[config.mk]
export PLATFORM = sky130hd
export DESIGN_NAME = cmd_uplink_rx
export DESIGN_NICKNAME = d
export VERILOG_FILES = /design/src/rtl/cmd_uplink_pkg.sv /design/src/rtl/uplink_dpll.sv /design/src/rtl/uplink_framer.sv /design/src/rtl/uplink_loader.sv /design/src/rtl/cmd_uplink_rx.sv
export SDC_FILE = /design/constraint.sdc
export NUM_CORES = 1
export LEC_CHECK = 0
export ABC_AREA = 1
export BUFFER_PORTS_ARGS = -buffer_cell sky130_fd_sc_hd__buf_2
export CAP_MARGIN = 40
export CORE_UTILIZATION = 55
export CTS_CLUSTER_SIZE = 25
export DETAILED_ROUTE_END_ITERATION = 16
export PLACE_DENSITY_LB_ADDON = 0.1
export SLEW_MARGIN = 25
export SYNTH_ARGS = -nofsm -noshare
export SYNTH_HDL_FRONTEND = slang
export SYNTH_SLANG_ARGS = --single-unit
[constraint.sdc]
create_clock -name clk_i -period 2.25 [get_ports clk_i]
set_input_delay 0 -clock clk_i [delete_from_list [all_inputs] [get_ports clk_i]]
set_output_delay 0 -clock clk_i [all_outputs]
set_load 0.01 [all_outputs]
[src/rtl/cmd_uplink_pkg.sv]
package cmd_uplink_pkg;
  typedef enum logic {FRM_HUNT, FRM_DATA} frm_state_e;
endpackage

[src/rtl/uplink_dpll.sv]
module uplink_dpll #(
  parameter int OSR         = 16,
  parameter int TOL         = 2,
  parameter int LOCK_IN     = 32,
  parameter int LOCK_MISS   = 8,
  parameter int SYNC_STAGES = 2
) (
  input  logic clk_i,
  input  logic rst_ni,
  input  logic tick_i,
  input  logic rx_i,
  output logic bit_vld_o,
  output logic bit_o,
  output logic lock_o
);
  localparam int PH_W = $clog2(OSR);
  localparam int HALF = OSR / 2;
  localparam int GC_W = $clog2(LOCK_IN + 1);
  localparam int MC_W = $clog2(LOCK_MISS + 1);

  logic [SYNC_STAGES-1:0] sync_q;
  logic rx_s, rx_q, edge_w, good_w;
  logic [PH_W-1:0] ph_q, dist_w;
  logic [GC_W-1:0] good_q;
  logic [MC_W-1:0] miss_q;

  // input synchronizer
  always_ff @(posedge clk_i or negedge rst_ni) begin
    if (!rst_ni) sync_q <= '0;
    else         sync_q <= {sync_q[SYNC_STAGES-2:0], rx_i};
  end
  assign rx_s = sync_q[SYNC_STAGES-1];

  assign edge_w = tick_i && (rx_s != rx_q);
  assign dist_w = (ph_q < PH_W'(HALF)) ? ph_q : (PH_W'(0) - ph_q);
  assign good_w = dist_w <= PH_W'(TOL);

  always_ff @(posedge clk_i or negedge rst_ni) begin
    if (!rst_ni) begin
      rx_q      <= 1'b0;
      ph_q      <= '0;
      bit_vld_o <= 1'b0;
      bit_o     <= 1'b0;
    end else begin
      bit_vld_o <= 1'b0;
      if (tick_i) begin
        rx_q <= rx_s;
        if (ph_q == PH_W'(HALF)) begin
          bit_vld_o <= 1'b1;
          bit_o     <= rx_s;
        end
        // late edge: hold one tick; early edge: skip one tick
        if (edge_w && ph_q != '0 && ph_q < PH_W'(HALF)) ph_q <= ph_q;
        else if (edge_w && ph_q >= PH_W'(HALF))         ph_q <= ph_q + PH_W'(2);
        else                                             ph_q <= ph_q + PH_W'(1);
      end
    end
  end

  always_ff @(posedge clk_i or negedge rst_ni) begin
    if (!rst_ni) begin
      lock_o <= 1'b0;
      good_q <= '0;
      miss_q <= '0;
    end else if (edge_w) begin
      if (!lock_o) begin
        if (!good_w) good_q <= '0;
        else if (good_q == GC_W'(LOCK_IN - 1)) begin
          lock_o <= 1'b1;
          good_q <= '0;
          miss_q <= '0;
        end else good_q <= good_q + GC_W'(1);
      end else begin
        if (good_w) miss_q <= '0;
        else if (miss_q == MC_W'(LOCK_MISS - 1)) begin
          lock_o <= 1'b0;
          miss_q <= '0;
          good_q <= '0;
        end else miss_q <= miss_q + MC_W'(1);
      end
    end
  end
endmodule

[src/rtl/uplink_framer.sv]
module uplink_framer
  import cmd_uplink_pkg::*;
#(
  parameter int          WORD_W    = 32,
  parameter int          SYNC_W    = 32,
  parameter logic [SYNC_W-1:0] SYNC_WORD = 32'h0F5AC3E1
) (
  input  logic              clk_i,
  input  logic              rst_ni,
  input  logic              bit_vld_i,
  input  logic              bit_i,
  input  logic              lock_i,
  output logic              word_vld_o,
  output logic [WORD_W-1:0] word_o
);
  localparam int CNT_W = $clog2(WORD_W);

  frm_state_e        st_q;
  logic              prev_q, dbit_w;
  logic [SYNC_W-1:0] sr_q, sr_nxt;
  logic [WORD_W-1:0] acc_q, acc_nxt;
  logic [CNT_W-1:0]  cnt_q;

  assign dbit_w  = bit_i ^ prev_q;
  assign sr_nxt  = {sr_q[SYNC_W-2:0], dbit_w};
  assign acc_nxt = {acc_q[WORD_W-2:0], dbit_w};

  always_ff @(posedge clk_i or negedge rst_ni) begin
    if (!rst_ni) begin
      st_q       <= FRM_HUNT;
      prev_q     <= 1'b0;
      sr_q       <= '0;
      acc_q      <= '0;
      cnt_q      <= '0;
      word_vld_o <= 1'b0;
      word_o     <= '0;
    end else begin
      word_vld_o <= 1'b0;
      if (!lock_i) st_q <= FRM_HUNT;
      if (bit_vld_i) begin
        prev_q <= bit_i;
        sr_q   <= sr_nxt;
        if (st_q == FRM_HUNT) begin
          if (lock_i && sr_nxt == SYNC_WORD) begin
            st_q  <= FRM_DATA;
            cnt_q <= '0;
          end
        end else if (lock_i) begin
          acc_q <= acc_nxt;
          if (cnt_q == CNT_W'(WORD_W - 1)) begin
            cnt_q      <= '0;
            word_vld_o <= 1'b1;
            word_o     <= acc_nxt;
          end else cnt_q <= cnt_q + CNT_W'(1);
        end
      end
    end
  end
endmodule

[src/rtl/uplink_loader.sv]
module uplink_loader #(
  parameter int              WORD_W     = 32,
  parameter int              ADDR_W     = 16,
  parameter int              BOOT_WORDS = 4,
  parameter logic [ADDR_W-1:0] BASE_ADDR = 16'h0100
) (
  input  logic              clk_i,
  input  logic              rst_ni,
  input  logic              reload_i,
  input  logic              word_vld_i,
  input  logic [WORD_W-1:0] word_i,
  output logic              hold_o,
  output logic              mem_we_o,
  output logic [ADDR_W-1:0] mem_addr_o,
  output logic [WORD_W-1:0] mem_data_o,
  output logic              irq_o,
  output logic [WORD_W-1:0] word_o
);
  localparam int IDX_W = $clog2(BOOT_WORDS + 1);

  logic [IDX_W-1:0] idx_q;
  logic             last_q;

  always_ff @(posedge clk_i or negedge rst_ni) begin
    if (!rst_ni) begin
      hold_o     <= 1'b1;
      idx_q      <= '0;
      last_q     <= 1'b0;
      mem_we_o   <= 1'b0;
      mem_addr_o <= '0;
      mem_data_o <= '0;
      irq_o      <= 1'b0;
      word_o     <= '0;
    end else begin
      mem_we_o <= 1'b0;
      irq_o    <= 1'b0;
      if (mem_we_o && last_q) begin
        hold_o <= 1'b0;
        last_q <= 1'b0;
      end
      if (reload_i) begin
        hold_o <= 1'b1;
        idx_q  <= '0;
        last_q <= 1'b0;
      end else if (word_vld_i) begin
        if (hold_o && !last_q) begin
          mem_we_o   <= 1'b1;
          mem_addr_o <= BASE_ADDR + ADDR_W'(idx_q);
          mem_data_o <= word_i;
          if (idx_q == IDX_W'(BOOT_WORDS - 1)) last_q <= 1'b1;
          else idx_q <= idx_q + IDX_W'(1);
        end else if (!hold_o) begin
          irq_o  <= 1'b1;
          word_o <= word_i;
        end
      end
    end
  end
endmodule

[src/rtl/cmd_uplink_rx.sv]
module cmd_uplink_rx #(
  parameter int              OSR        = 16,
  parameter int              TOL        = 2,
  parameter int              LOCK_IN    = 32,
  parameter int              LOCK_MISS  = 8,
  parameter int              WORD_W     = 32,
  parameter logic [31:0]     SYNC_WORD  = 32'h0F5AC3E1,
  parameter int              ADDR_W     = 16,
  parameter int              BOOT_WORDS = 4,
  parameter logic [ADDR_W-1:0] BASE_ADDR = 16'h0100
) (
  input  logic              clk_i,
  input  logic              rst_ni,
  input  logic              tick_i,
  input  logic              rx_i,
  input  logic              reload_i,
  output logic              lock_o,
  output logic              hold_cpu_o,
  output logic              mem_we_o,
  output logic [ADDR_W-1:0] mem_addr_o,
  output logic [WORD_W-1:0] mem_data_o,
  output logic              irq_o,
  output logic [WORD_W-1:0] word_o
);
  logic              bit_vld, bit_val, word_vld;
  logic [WORD_W-1:0] word;

  uplink_dpll #(
    .OSR(OSR), .TOL(TOL), .LOCK_IN(LOCK_IN), .LOCK_MISS(LOCK_MISS), .SYNC_STAGES(2)
  ) u_dpll (
    .clk_i(clk_i), .rst_ni(rst_ni), .tick_i(tick_i), .rx_i(rx_i),
    .bit_vld_o(bit_vld), .bit_o(bit_val), .lock_o(lock_o)
  );

  uplink_framer #(
    .WORD_W(WORD_W), .SYNC_W(32), .SYNC_WORD(SYNC_WORD)
  ) u_frm (
    .clk_i(clk_i), .rst_ni(rst_ni), .bit_vld_i(bit_vld), .bit_i(bit_val),
    .lock_i(lock_o), .word_vld_o(word_vld), .word_o(word)
  );

  uplink_loader #(
    .WORD_W(WORD_W), .ADDR_W(ADDR_W), .BOOT_WORDS(BOOT_WORDS), .BASE_ADDR(BASE_ADDR)
  ) u_ldr (
    .clk_i(clk_i), .rst_ni(rst_ni), .reload_i(reload_i), .word_vld_i(word_vld),
    .word_i(word), .hold_o(hold_cpu_o), .mem_we_o(mem_we_o), .mem_addr_o(mem_addr_o),
    .mem_data_o(mem_data_o), .irq_o(irq_o), .word_o(word_o)
  );
endmodule

==> flow_metrics.py <==
metrics = {
    "pwr": {
        "power_switching_mw": 1.88,
        "clkPwrFrac_pct": 41.3,
        "peakVddDrop_v": 0.000575,
        "pwr-share-seq_pct": 49.3,
        "combPwrFrac_pct": 9.5,
        "intPower_mw": 5.82,
        "p_leak_nw": 4.67,
        "powerDensity_mw_per_mm2": 836,
        "switching_share_pct": 24.4,
    },
    "global_route": {
        "grt_usage_pct": 21.4,
        "grt_pass1_vias": 5518,
        "antenna_found_initial": 0,
        "globalRouteOverflowTotal": 0,
        "grt_pass1_wl_mm": 25.2,
        "grt_max_degree": 80,
    },
    "die": {
        "coreArea_mm2": 0.0140,
        "die_x_um": 123,
        "io_pins": 89,
        "rows": 43,
        "die_area_mm2": 0.0150,
        "fp.dieH_um": 123,
        "start_util_pct": 57.0,
    },
    "timing": {
        "relSlewSlack_pct": 56.6,
        "clock_skew_ns": 0.00921,
        "hold-worst-slack_ns": 0.163,
        "fin_setup_tns_ns": 0,
        "min_period_over_period_pct": 87.2,
        "setup_violations": 0,
        "fmax_mhz": 509,
        "tightest_slew_ns": 0.650,
        "hold_viol": 0,
        "maxSlewViolCount": 0,
        "fin_crit_ns": 1.96,
        "worst_slack_ns": 0.287,
        "grt_setup_unrepaired": "no",
    },
    "clock_tree": {
        "cts_buffers": 17,
        "cts.sinks": 197,
        "htree_levels": 4,
        "cts.clk_slew.worst_paths_ns": 0.07,
        "post_cts_buffers": 0,
        "max-clock-path-buffers": 2,
        "clk_latency_ns": 0.43,
        "tritoncts": "yes",
        "cts-root-buf": "clkbuf_16",
    },
    "logic_synthesis": {
        "ys_seq_area_share_pct": 61.6,
        "muxShareOfSynthArea_pct": 0,
        "synthFlopType": "dfrtp_1",
        "synthArstFlopShare_pct": 100,
        "synth_compound_area_share_pct": 10.1,
        "syn_area_mm2": 0.00800,
        "ys_seq_elements": 197,
        "synth.distinct_cells": 28,
        "synth_top_family_by_area": "simple AND/OR/NAND/NOR gates",
        "yosys-top-cells-count": "296 x nand2_1, 196 x dfrtp_1, 112 x o21ai_0, 85 x inv_1, 38 x o21ai_1",
        "synthAdderAreaFrac_pct": 1.72,
        "synth.area.top_cells": "dfrtp_1 61%, nand2_1 14%, o21ai_0 7.0%",
        "synth_top_area_cell": "dfrtp_1",
        "yosysMostFrequentCell": "nand2_1",
        "yosys_warnings": 0,
        "synth-simple-area-share_pct": 18.5,
        "syn_area_per_cell_um2": 9.06,
        "synth-edff-count": 0,
        "synthXorXnorAreaFrac_pct": 0.657,
        "synth_top_area_share_pct": 61.3,
        "syn_inst": 883,
    },
    "layout": {
        "stdcell_count": 1149,
        "drive_gt1_share_pct": 13.3,
        "fin_nets": 972,
        "antenna_cells": 0,
        "layout-area-overhead-vs-synth_pct": 15.2,
    },
    "detailed_routing": {
        "vias": 5850,
        "routed_via_density": 5.09,
        "wirelength_mm": 14.6,
        "drtIter0Drc": 360,
        "dr.pass1.iters": 5,
        "postRouteAntennaNets": 0,
        "wl_per_cell_um": 12.7,
        "drcViolationCount": 0,
    },
    "worst_setup_path": {
        "arrival_ns": 2.28,
        "crit_required_ns": 2.56,
        "cp-end-kind": "flip-flop",
        "crit_fanout": 10,
        "path_class": "reg -> reg",
        "start_kind": "flip-flop",
    },
    "placement": {
        "portBuffers": 76,
        "gp_congestion": 0.752,
        "pre_cts_ws_ns": 0.324,
        "dp_hpwl_mm": 9.59,
        "dpl.cell_count": 1113,
    },
    "hold_path": {
        "min_path_type": "in -> async",
    },
    "run": {
        "cap_violations": 0,
    },
    "run_status": {
        "outcome": "completed",
    },
}
## layer usage
metal	vias to the layer above	GRT usage (%)	share of wire (%)
li1	2908	-	-
met1	2812	28.2	47
met2	116	35.2	48
met3	14	4.37	3.3
met4	0	7.77	1.1
met5	-	0	0
## cell type report
type / instances / area (um^2)
inverters: 88 / 330
clock inverters: 11 / 171
well taps: 180 / 225
multi-input cells: 560 / 2540
clock buffers: 21 / 450
fillers: 1127 / 4830
flip-flops and latches: 197 / 4930
repair buffers: 92 / 569
## cell usage in the layout, fill, tap and decap left out, types with 4 or more instances in the layout
master	count
nand2_1	296
dfrtp_1	196
o21ai_0	112
inv_1	85
buf_2	75
o21ai_1	38
nand3_1	28
nor2_1	27
clkbuf_16	17
conb_1	12
ha_1	11
nor3_1	8
buf_4	8
nand4_1	6
xor2_1	5
bufinv_16	4
dlygate4sd3_1	4
buf_12	4
## path summary, 6_finish.rpt
check | start | endpoint | slack [ns] | cells after the start
hold / removal | rst_ni | u_ldr.mem_addr_o[8] | 0.16 | 2
max in group asynchronous | rst_ni | u_ldr.word_o[13] | 1.26 | 3
setup reg to reg | u_dpll.ph_q[1] | u_dpll.miss_q[0] | 0.29 | 12
setup / recovery | u_dpll.ph_q[1] | u_dpll.miss_q[0] | 0.29 | 12
hold reg to reg | u_dpll.sync_q[0] | u_dpll.sync_q[1] | 0.36 | 0
min in group clk_i | rx_i | u_dpll.sync_q[0] | 0.22 | 2
## power by group through the flow
stage	Clock [mW]	Sequential (mW)	Combinational, mW
CTS	3.26	3.79	0.735
finish	3.18	3.79	0.731
detailed placement	0	3.85	0.724
global placement	0	3.84	0.691
global route	3.39	3.81	0.853
floorplan	0	3.85	0.476
## worst max-delay path, cell delays in order, from the launching register on
cell and delay, ns:
dfrtp_1 0.45, inv_1 0.11, ha_1 0.30, inv_1 0.06, nand2_1 0.04, nand2_1 0.06
nor2_1 0.05, nor2_2 0.30, nand2_1 0.09, nand2_1 0.14, nand2_1 0.12, nand2_1 0.07
nand2_1 0.06
## cells by family (layout without fill, tap and decap cells)
kind of cell | count (synthesis) | after routing
AOI/OAI and AO/OA | 159 | 159
xor gates and xnor gates | 6 | 6
adders and majority gates | 11 | 11
buffers and inverters | 137 | 212
DFF | 197 | 197
other | 1 | 12
and+or+nand+nor | 372 | 372
## flip-flops by register name (all words and copies together), names as in the netlist, 2 cells and up
signal and count:
u_frm.word_o 32, u_ldr.mem_data_o 32, u_ldr.word_o 32, u_frm.acc_q 31, u_frm.sr_q 31, u_dpll.good_q 6
u_frm.cnt_q 5, u_dpll.miss_q 4, u_dpll.ph_q 4, u_ldr.mem_addr_o 4, u_ldr.idx_q 3, u_dpll.sync_q 2
## metrics by stage
step,area [um^2],power [mW],utilization [%]
6_report,9220,7.70,65.6
3_3_place_gp,8530,4.54,60.8
3_5_place_dp,8550,4.58,60.9
4_1_cts,9220,7.78,65.6
2_1_floorplan,8040,4.32,-
5_1_grt,9220,8.05,65.6
## repair_timing
item,4_1_cts,5_1_grt
hold buffers,4,0
endpoints found under the hold margin,84,0
resized for setup,0,0
(Power assumes the default switching activity.)
